<file path="src/rtl/cmpu_pkg.sv">
package cmpu_pkg;
    localparam int BUS_W = 8;
    localparam int CMP_W = 12;
    localparam int FLK_W = 4;
    localparam int REG_W = 2 * BUS_W;
    localparam int NCMP  = 4;
    localparam int ADR_W = 4;

    typedef enum logic [1:0] {
        SEL_RA = 2'd0,
        SEL_RB = 2'd1,
        SEL_SA = 2'd2,
        SEL_SB = 2'd3
    } cmp_sel_e;

    typedef struct packed {
        logic fifty;
        logic alock;
        logic lock;
    } cfg_t;

    typedef struct packed {
        logic             valid;
        cmp_sel_e         sel;
        logic [REG_W-1:0] value;
    } wr_evt_t;

    typedef logic [NCMP-1:0][CMP_W-1:0] cmp_arr_t;

    function automatic cfg_t unpack_cfg(input logic [BUS_W-1:0] b);
        cfg_t c;
        c.lock  = b[0];
        c.alock = b[1];
        c.fifty = b[2];
        return c;
    endfunction

    function automatic logic is_free(input cfg_t c);
        return !c.lock && !c.alock;
    endfunction
endpackage

</file>
<file path="src/rtl/cmpu_bus.sv">
module cmpu_bus
    import cmpu_pkg::*;
(
    input  logic             clk,
    input  logic             rst,
    input  logic             we,
    input  logic [ADR_W-1:0] addr,
    input  logic [BUS_W-1:0] wdata,
    output wr_evt_t          evt,
    output logic             cfg_we,
    output cfg_t             cfg_new
);
    logic [BUS_W-1:0] temp_q;
    logic             is_cfg;
    logic             is_hi;

    assign is_cfg = addr[ADR_W-1];
    assign is_hi  = addr[0];

    always_ff @(posedge clk) begin
        if (rst)
            temp_q <= '0;
        else if (we && !is_cfg && is_hi)
            temp_q <= wdata;
    end

    always_comb begin
        evt.valid = we && !is_cfg && !is_hi;
        evt.sel   = cmp_sel_e'(addr[2:1]);
        evt.value = {temp_q, wdata};
        cfg_we    = we && is_cfg;
        cfg_new   = unpack_cfg(wdata);
    end
endmodule

</file>
<file path="src/rtl/cmpu_stage.sv">
module cmpu_stage
    import cmpu_pkg::*;
(
    input  logic             clk,
    input  logic             rst,
    input  wr_evt_t          evt,
    input  logic             cfg_we,
    input  cfg_t             cfg_new,
    input  logic             cyc_end,
    output cmp_arr_t         stg_cmp,
    output logic [FLK_W-1:0] stg_flank,
    output cfg_t             cfg,
    output logic             commit
);
    cmp_arr_t         cmp_q;
    logic [FLK_W-1:0] flank_q;
    cfg_t             cfg_q;
    logic             rb_last_q;
    logic             rb_last_d;

    // end-of-cycle mode wins over hold
    always_comb begin
        if (cfg_q.alock)
            commit = cyc_end && rb_last_q;
        else
            commit = !cfg_q.lock;
    end

    always_comb begin
        rb_last_d = commit ? 1'b0 : rb_last_q;
        if (evt.valid)
            rb_last_d = (evt.sel == SEL_RB);
    end

    always_ff @(posedge clk) begin
        if (rst) begin
            cmp_q     <= '0;
            flank_q   <= '0;
            cfg_q     <= '0;
            rb_last_q <= 1'b0;
        end else begin
            rb_last_q <= rb_last_d;
            if (cfg_we)
                cfg_q <= cfg_new;
            if (evt.valid) begin
                cmp_q[evt.sel] <= evt.value[CMP_W-1:0];
                if (evt.sel == SEL_RB)
                    flank_q <= evt.value[REG_W-1 -: FLK_W];
            end
        end
    end

    assign stg_cmp   = cmp_q;
    assign stg_flank = flank_q;
    assign cfg       = cfg_q;

    a_r8_rb_write_arms: assert property (@(posedge clk) disable iff (rst)
        (evt.valid && evt.sel == SEL_RB) |=> rb_last_q);
endmodule

</file>
<file path="src/rtl/cmpu_active.sv">
module cmpu_active
    import cmpu_pkg::*;
(
    input  logic             clk,
    input  logic             rst,
    input  logic             commit,
    input  cfg_t             cfg,
    input  logic             cyc_end,
    input  cmp_arr_t         stg_cmp,
    input  logic [FLK_W-1:0] stg_flank,
    output cmp_arr_t         act_cmp,
    output logic [FLK_W-1:0] act_flank
);
    cmp_arr_t         act_q;
    logic [FLK_W-1:0] flank_q;
    cmp_arr_t         src;

    // symmetric mode: rising slots mirror the falling ones
    always_comb begin
        src = stg_cmp;
        if (cfg.fifty) begin
            src[SEL_RA] = stg_cmp[SEL_RB];
            src[SEL_SA] = stg_cmp[SEL_SB];
        end
    end

    always_ff @(posedge clk) begin
        if (rst) begin
            act_q   <= '0;
            flank_q <= '0;
        end else if (commit) begin
            act_q   <= src;
            flank_q <= stg_flank;
        end
    end

    assign act_cmp   = act_q;
    assign act_flank = flank_q;

    a_r6_hold_freezes: assert property (@(posedge clk) disable iff (rst)
        (cfg.lock && !cfg.alock) |=> ($stable(act_q) && $stable(flank_q)));

    a_r7_only_at_strobe: assert property (@(posedge clk) disable iff (rst)
        (cfg.alock && !cyc_end) |=> ($stable(act_q) && $stable(flank_q)));

    a_r10_mirror: assert property (@(posedge clk) disable iff (rst)
        (commit && cfg.fifty) |=>
            (act_q[SEL_RA] == act_q[SEL_RB] && act_q[SEL_SA] == act_q[SEL_SB]));
endmodule

</file>
<file path="src/rtl/cmpu_match.sv">
module cmpu_match
    import cmpu_pkg::*;
(
    input  logic [CMP_W-1:0] cnt,
    input  cmp_arr_t         act_cmp,
    output logic [NCMP-1:0]  hit
);
    for (genvar i = 0; i < NCMP; i++) begin : g_cmp
        assign hit[i] = (cnt == act_cmp[i]);
    end
endmodule

</file>
<file path="src/rtl/pwm_cmp_update.sv">
module pwm_cmp_update
    import cmpu_pkg::*;
(
    input  logic              clk,
    input  logic              rst,
    input  logic              bus_we,
    input  logic [ADR_W-1:0]  bus_addr,
    input  logic [BUS_W-1:0]  bus_wdata,
    input  logic              cyc_end,
    input  logic [CMP_W-1:0]  cnt,
    output logic [CMP_W-1:0]  act_ra,
    output logic [CMP_W-1:0]  act_rb,
    output logic [CMP_W-1:0]  act_sa,
    output logic [CMP_W-1:0]  act_sb,
    output logic [FLK_W-1:0]  flank,
    output logic [NCMP-1:0]   hit
);
    wr_evt_t          evt;
    logic             cfg_we;
    cfg_t             cfg_new;
    cfg_t             cfg;
    logic             commit;
    cmp_arr_t         stg_cmp;
    logic [FLK_W-1:0] stg_flank;
    cmp_arr_t         act_cmp;

    cmpu_bus u_bus (
        .clk(clk), .rst(rst), .we(bus_we), .addr(bus_addr), .wdata(bus_wdata),
        .evt(evt), .cfg_we(cfg_we), .cfg_new(cfg_new)
    );

    cmpu_stage u_stage (
        .clk(clk), .rst(rst), .evt(evt), .cfg_we(cfg_we), .cfg_new(cfg_new),
        .cyc_end(cyc_end), .stg_cmp(stg_cmp), .stg_flank(stg_flank),
        .cfg(cfg), .commit(commit)
    );

    cmpu_active u_act (
        .clk(clk), .rst(rst), .commit(commit), .cfg(cfg), .cyc_end(cyc_end),
        .stg_cmp(stg_cmp), .stg_flank(stg_flank),
        .act_cmp(act_cmp), .act_flank(flank)
    );

    cmpu_match u_match (.cnt(cnt), .act_cmp(act_cmp), .hit(hit));

    assign act_ra = act_cmp[SEL_RA];
    assign act_rb = act_cmp[SEL_RB];
    assign act_sa = act_cmp[SEL_SA];
    assign act_sb = act_cmp[SEL_SB];
endmodule

</file>
<file path="config.mk">
export PLATFORM = sky130hd
export DESIGN_NAME = pwm_cmp_update
export DESIGN_NICKNAME = d
export VERILOG_FILES = /design/src/rtl/cmpu_pkg.sv /design/src/rtl/cmpu_bus.sv /design/src/rtl/cmpu_stage.sv /design/src/rtl/cmpu_active.sv /design/src/rtl/cmpu_match.sv /design/src/rtl/pwm_cmp_update.sv
export SDC_FILE = /design/constraint.sdc
export NUM_CORES = 1
export LEC_CHECK = 0
export ABC_AREA = 1
export BUFFER_PORTS_ARGS = -buffer_cell sky130_fd_sc_hd__buf_2
export CAP_MARGIN = 25
export CORE_MARGIN = 2
export CORE_UTILIZATION = 29
export CTS_CLUSTER_DIAMETER = 30
export DETAILED_ROUTE_END_ITERATION = 6
export PLACE_DENSITY = 0.51
export SLEW_MARGIN = 40
export SYNTH_ARGS = -nofsm -noshare
export SYNTH_HDL_FRONTEND = slang
export SYNTH_SLANG_ARGS = --single-unit
</file>
<file path="constraint.sdc">
create_clock -name clk -period 1.1 [get_ports clk]
set_input_delay 0 -clock clk [delete_from_list [all_inputs] [get_ports clk]]
set_output_delay 0 -clock clk [all_outputs]
set_load 0.02 [all_outputs]
</file>
**Word level (Yosys, flattened, before mapping)**

Cells that the tools add are included.

- Output and inout bits: 56
- Register bits: 116

- Reductions and logical operators: 11
- $lt $le $gt $ge: 2
- Multiplexer cells: 8
- Eq/ne operators: 5

Operator list:

| operator | count |
|---|---|
| $bwmux 48 | 1 |
| $eq 12x12->1 | 4 |
| $mux 12 | 3 |
| $demux 12 s2 | 1 |
| $logic_and 1x1->1 | 6 |
| $logic_not 1->1 | 3 |
| $lt 2x3->1 const B | 1 |
| $mux 1 | 3 |
| $eq 2x1->1 const B | 1 |
| $ge 2x1->1 const B | 1 |
| $reduce_and 2->1 | 1 |
| $reduce_bool 2->1 | 1 |

**Logic depth before layout (Yosys ltp)**

- Depth after elaboration: 5
- Mapped depth: 7
- Mapped depth without buffers: 7

**Hierarchy**

Synthesis repeated with hierarchy kept, for this count alone.

- Cell total of the unflattened synthesis: 843
- Area, all modules: 5,654.2 um2

By module, submodules not included:

| module | cells each | instances | area each (um2) |
|---|---|---|---|
| cmpu_active | 328 | 1 | 2,269.7 |
| cmpu_stage | 288 | 1 | 2,109.5 |
| cmpu_match | 158 | 1 | 810.8 |
| cmpu_bus | 69 | 1 | 464.2 |

**Worst setup path after synthesis**

OpenSTA, ideal clock, no wires.

- Path type: reg2reg
- Start point: register u_stage.cfg_q (netlist bit u_stage.cfg[1])
- End point: register u_act.act_q (netlist bit u_act.act_cmp[17])
- Setup slack: -0.089 ns
- Stages on the path, launching flop included: 8
- Buffers on the path: 1
- Data arrival time: 1.073 ns
- Cell sequence: dfxtp_1 -> inv_1 -> nand2_1 -> nand2_1 -> clkinv_1 -> clkbuf_1 -> nor2_1 -> nor2_1

- Word-level cells in the longest chain between the ends: 1

Ends and longest elaborated chain:

| what | RTL line | source |
|---|---|---|
| start, declared | cmpu_stage.sv:17 | `cfg_t cfg_q;` |
| start signal, assigned | cmpu_stage.sv:44 | `cfg_q <= cfg_new;` |
| $mux 1 | cmpu_stage.sv:23 | `if (cfg_q.alock)` |
| end signal, assigned | cmpu_active.sv:32 | `act_q <= src;` |
| end, declared | cmpu_active.sv:14 | `cmp_arr_t act_q;` |

No other way between the ends.
A chain may end at the register's enable or synchronous reset.

**Worst setup path in the final report**

- Start point: register u_act.act_q (netlist bit u_act.act_cmp[17])
- End point: output port hit[1]

- Word-level cells in the longest chain between the ends: 1

Ends and longest elaborated chain:

| what | RTL line | source |
|---|---|---|
| $eq 12x12->1 | cmpu_match.sv:9 | `assign hit[i] = (cnt == act_cmp[i]);` |
| end, declared | pwm_cmp_update.sv:16 | `output logic [NCMP-1:0] hit` |

No other way between the ends.

==> impl_summary.log <==
INFO  metric fmaxAchievable = 712 MHz
INFO  metric post-route-cell-area = 7580 µm²
INFO  metric total_power = 12700 µW
INFO  metric timing.reg2reg.worst_path_depth = 8
INFO  metric hold_path.class = in -> reg
INFO  metric synth-compound-area-share = 0.139
INFO  metric clockRootBuffer = sky130_fd_sc_hd__clkbuf_16
INFO  metric die-area = 18700 µm²
INFO  metric drt_pre_antenna_iters = 5
INFO  metric critical_path_buf_inv_count = 2
INFO  metric drt_iter0_markers = 289
INFO  metric slew_headroom = 0.750
INFO  metric cellInternalPower = 9310 µW
INFO  metric htree_levels = 4
INFO  metric unrepaired_setup_endpoints_after_global_routing = yes
INFO  metric synth-seq-area-share = 0.455
INFO  metric initial_core_util = 0.296
INFO  metric synth_top_family_by_area = simple AND/OR/NAND/NOR gates
INFO  metric worstPathMaxFanout = 4
INFO  metric post_layout_nonfiller_instances = 1118
INFO  metric start_kind = flip-flop
INFO  metric sequentialPowerShare = 0.365
INFO  metric setup.worst_path.end_class = primary output
INFO  metric route.vias.total = 5039
INFO  metric timing.final.hold_violations = 0
INFO  metric dp_hpwl = 11.2 mm
INFO  metric drive_gt1_frac = 0.325
INFO  metric syn-num-nets = 781
INFO  metric p_clk_frac = 0.457
INFO  metric timing.critical_path.slowest_cell_delay = 0.36 ns
INFO  metric avgSynthCellArea = 6.78 µm²
INFO  metric netlist.top_cell.by_area = sky130_fd_sc_hd__dfxtp_1
INFO  metric synth_cell_type_count = 18
INFO  metric grt_antenna_before_repair = 0
INFO  metric synth.top_cells.by_area = sky130_fd_sc_hd__dfxtp_1 (46%), sky130_fd_sc_hd__nor2_1 (16%), sky130_fd_sc_hd__o21ai_0 (13%)
INFO  metric synthesis.instances = 753
INFO  metric detailed_place.area = 5990 µm²
INFO  metric final.period_utilization = 1.28
INFO  metric fp.dieW = 137 µm
INFO  metric wl_per_cell = 15.5 µm
INFO  metric worst_path_dominant_cell_family = simple AND/OR/NAND/NOR gates
INFO  metric ys_top_cells_by_count = sky130_fd_sc_hd__nor2_1 (224), sky130_fd_sc_hd__o21ai_0 (130), sky130_fd_sc_hd__nand2_1 (122)
INFO  metric min_path_cells = 4
INFO  metric period_minus_slack = 1.40 ns
INFO  metric layout_overhead_on_the_synthesized_area = 48.5%
INFO  metric die-height = 137 µm
INFO  metric reg2reg_slack = -0.11 ns
INFO  metric crit_top_cell = sky130_fd_sc_hd__nand2_1
INFO  metric final_net_count = 908
INFO  metric outcome = finished, violations left
INFO  metric hold_path_startpoint = bus_addr[3]
INFO  metric crit_required = 1.10 ns
INFO  metric drc_errors = 0
INFO  metric dp.cells = 1060
INFO  metric routed_wire_length = 17.3 mm
INFO  metric critPathLaunch = u_act.act_cmp[17]
INFO  metric rr_startpoint = u_stage.cfg[0]
INFO  metric path_class = reg -> out
INFO  metric setup_slack = -0.304 ns
INFO  metric post_synth_xor_area_fraction = 0.0481
INFO  metric finClkSkew = 0.00596 ns
INFO  metric yosys.area_share.adder = 0
INFO  metric switching_share = 0.267
INFO  metric yosysMostFrequentCell = sky130_fd_sc_hd__nor2_1
INFO  metric fraction_of_the_core_area_covered_by_cells_at_the_end_of_the_flow = 0.440
INFO  metric power.static_leakage = 0.00316 µW
INFO  metric failing_checks = setup timing
INFO  metric synth_flop_cell = sky130_fd_sc_hd__dfxtp_1
INFO  metric path_cells = inv_2, nand2_2, nand2_1, nand2_1, nor2_2, nand2_1, nor2_1, buf_4
INFO  metric powerDensity = 1680 nW/µm²
INFO  metric synth_enable_flop_cells = 0
INFO  metric cts_tree = done
INFO  metric worst_setup_hold_path_clk_slew = 0.05 ns
INFO  metric placement.io_buffers = 83
INFO  metric finalMaxSlewViolations = 0
INFO  metric place_congestion = 0.774
INFO  metric setup_violations = 57
INFO  metric ant_nets = 0
INFO  metric track_usage = 0.180
INFO  metric timing.max_cap.violations = 0
INFO  metric synthArstFlopShare = 0
INFO  metric power_frac_comb = 0.178
INFO  metric cts-buffers-inserted = 17
INFO  metric grt_max_degree = 49
INFO  metric crit_slowest_cell = sky130_fd_sc_hd__dfxtp_4
INFO  metric worst_ir_drop_vdd = 1.16 mV
INFO  metric synth_top_cell_area_share = 0.455
INFO  metric timing.rr.end = u_act.act_cmp[37]
INFO  metric clock_insertion_delay_worst_skew = 0.41 ns
INFO  metric fp-row-count = 48
INFO  metric number_of_global_route_vias_before_repair = 4403
INFO  metric vias_per_cell = 4.51
INFO  metric cts_max_path_buffers = 2
INFO  metric global_route.overflow_total = 0
INFO  metric core_region_area = 17200 µm²
INFO  metric synth_area = 5100 µm²
INFO  metric switchingPower = 3390 µW
INFO  metric yosys_warnings = 0
INFO  metric num_ports = 84
INFO  metric timing.hold.worst_endpoint = u_stage.cfg[2]
INFO  metric antennaDiodeCount = 0
INFO  metric cp.arrival = 1.40 ns
INFO  metric timing_worst_slew_pin_value = 0.371 ns
INFO  metric synth-seq-cells = 116
INFO  metric numClockSinks = 116
INFO  metric grt_pass1_wl = 25.0 mm
INFO  metric muxShareOfSynthArea = 0
INFO  metric synth_simple_gate_area_share = 0.275
==> cell usage in the layout, fill, tap and decap left out, types with 9 or more instances in the layout <==
cell	instances
sky130_fd_sc_hd__dlygate4sd3_1	10
sky130_fd_sc_hd__dfxtp_2	26
sky130_fd_sc_hd__buf_4	42
sky130_fd_sc_hd__o21ai_0	70
sky130_fd_sc_hd__inv_1	52
sky130_fd_sc_hd__nor2_2	18
sky130_fd_sc_hd__nor2_1	161
sky130_fd_sc_hd__o21ai_1	51
sky130_fd_sc_hd__nand3_1	9
sky130_fd_sc_hd__a21oi_1	11
sky130_fd_sc_hd__xnor2_1	27
sky130_fd_sc_hd__nand2_1	118
sky130_fd_sc_hd__buf_2	79
sky130_fd_sc_hd__clkbuf_16	22
sky130_fd_sc_hd__nor2_4	46
sky130_fd_sc_hd__dfxtp_1	89
==> worst max-delay path by stage <==
| stage | endpoint | slack (ns) | depth (start not counted) |
|---|---|---|---|
| 5_1_grt | hit[1] | -0.43 | 8 |
| 2_1_floorplan | hit[0] | 0.05 | 5 |
| 3_5_place_dp | u_act.act_cmp[15] | -0.04 | 7 |
| 3_3_place_gp | u_act.act_cmp[20] | -0.05 | 7 |
| 4_1_cts | hit[2] | -0.32 | 6 |
| 6_report | hit[1] | -0.30 | 8 |
==> flip-flops by register name, indices dropped and copies added (netlist names) <==
name and count:
u_stage.stg_flank 4, u_stage.stg_cmp 48, u_stage.rb_last_q 1, u_act.act_cmp 48, u_act.act_flank 4, u_bus.temp_q 8
u_stage.cfg 3
==> metal layers <==
metal	wire length (µm)	GRT usage	share of wire
met2	7610	0.264	0.44
met4	337	0.0700	0.019
met5	0	0	0
met1	8370	0.258	0.48
met3	979	0.0344	0.057
==> per-stage QoR <==
step	hold WS (ns)	setup TNS (ns)	worst slack [ns]
2_1_floorplan	0.152	0	0.0464
3_3_place_gp	0.358	-0.350	-0.0547
3_5_place_dp	0.353	-0.364	-0.0402
4_1_cts	0.0118	-2.18	-0.320
5_1_grt	0.0418	-7.03	-0.431
6_report	0.0233	-3.63	-0.304
==> power groups by stage <==
stage / Sequential [µW] / Clock, µW / Combinational (µW)
after global routing: 4660 / 6090 / 2440
after global placement: 4680 / 0 / 1590
final: 4640 / 5810 / 2250
after CTS: 4620 / 5880 / 1870
after detailed placement: 4690 / 0 / 1580
after floorplan: 4820 / 0 / 787
==> cells by family (layout without fill, tap and decap cells) <==
logic type | after synthesis | count (layout)
AOI/OAI and AO/OA | 142 | 142
xor gates and xnor gates | 28 | 28
buffers and inverters | 104 | 244
DFF | 116 | 116
and+or+nand+nor | 363 | 363
==> cell type report <==
class / instances / area (µm²)
clock buffer: 24 / 512
sequential: 116 / 2360
fill: 1759 / 9660
inverter: 61 / 255
tap: 225 / 282
timing repair inverter: 1 / 11.3
timing repair buffer: 150 / 1220
clock inverter: 8 / 120
multi-input combinational: 533 / 2820
==> repair_timing <==
item,CTS,global route
endpoints found under the hold margin,37,0
hold buffers,10,0
cloned,4,7
gates resized for setup,103,138
setup endpoints to repair,35,59
setup buffers,3,4
pin swaps,7,19
==> worst register-to-register path, cell delays in order (launching register included) <==
cell and delay [ns]:
sky130_fd_sc_hd__dfxtp_1 0.29, sky130_fd_sc_hd__inv_1 0.07, sky130_fd_sc_hd__nand2_2 0.07, sky130_fd_sc_hd__nand2_4 0.11, sky130_fd_sc_hd__buf_12 0.15, sky130_fd_sc_hd__clkinv_16 0.08, sky130_fd_sc_hd__clkbuf_16 0.18, sky130_fd_sc_hd__nor2_4 0.10
sky130_fd_sc_hd__nor2_1 0.05
No activity file was read; power rests on OpenSTA's default activity.
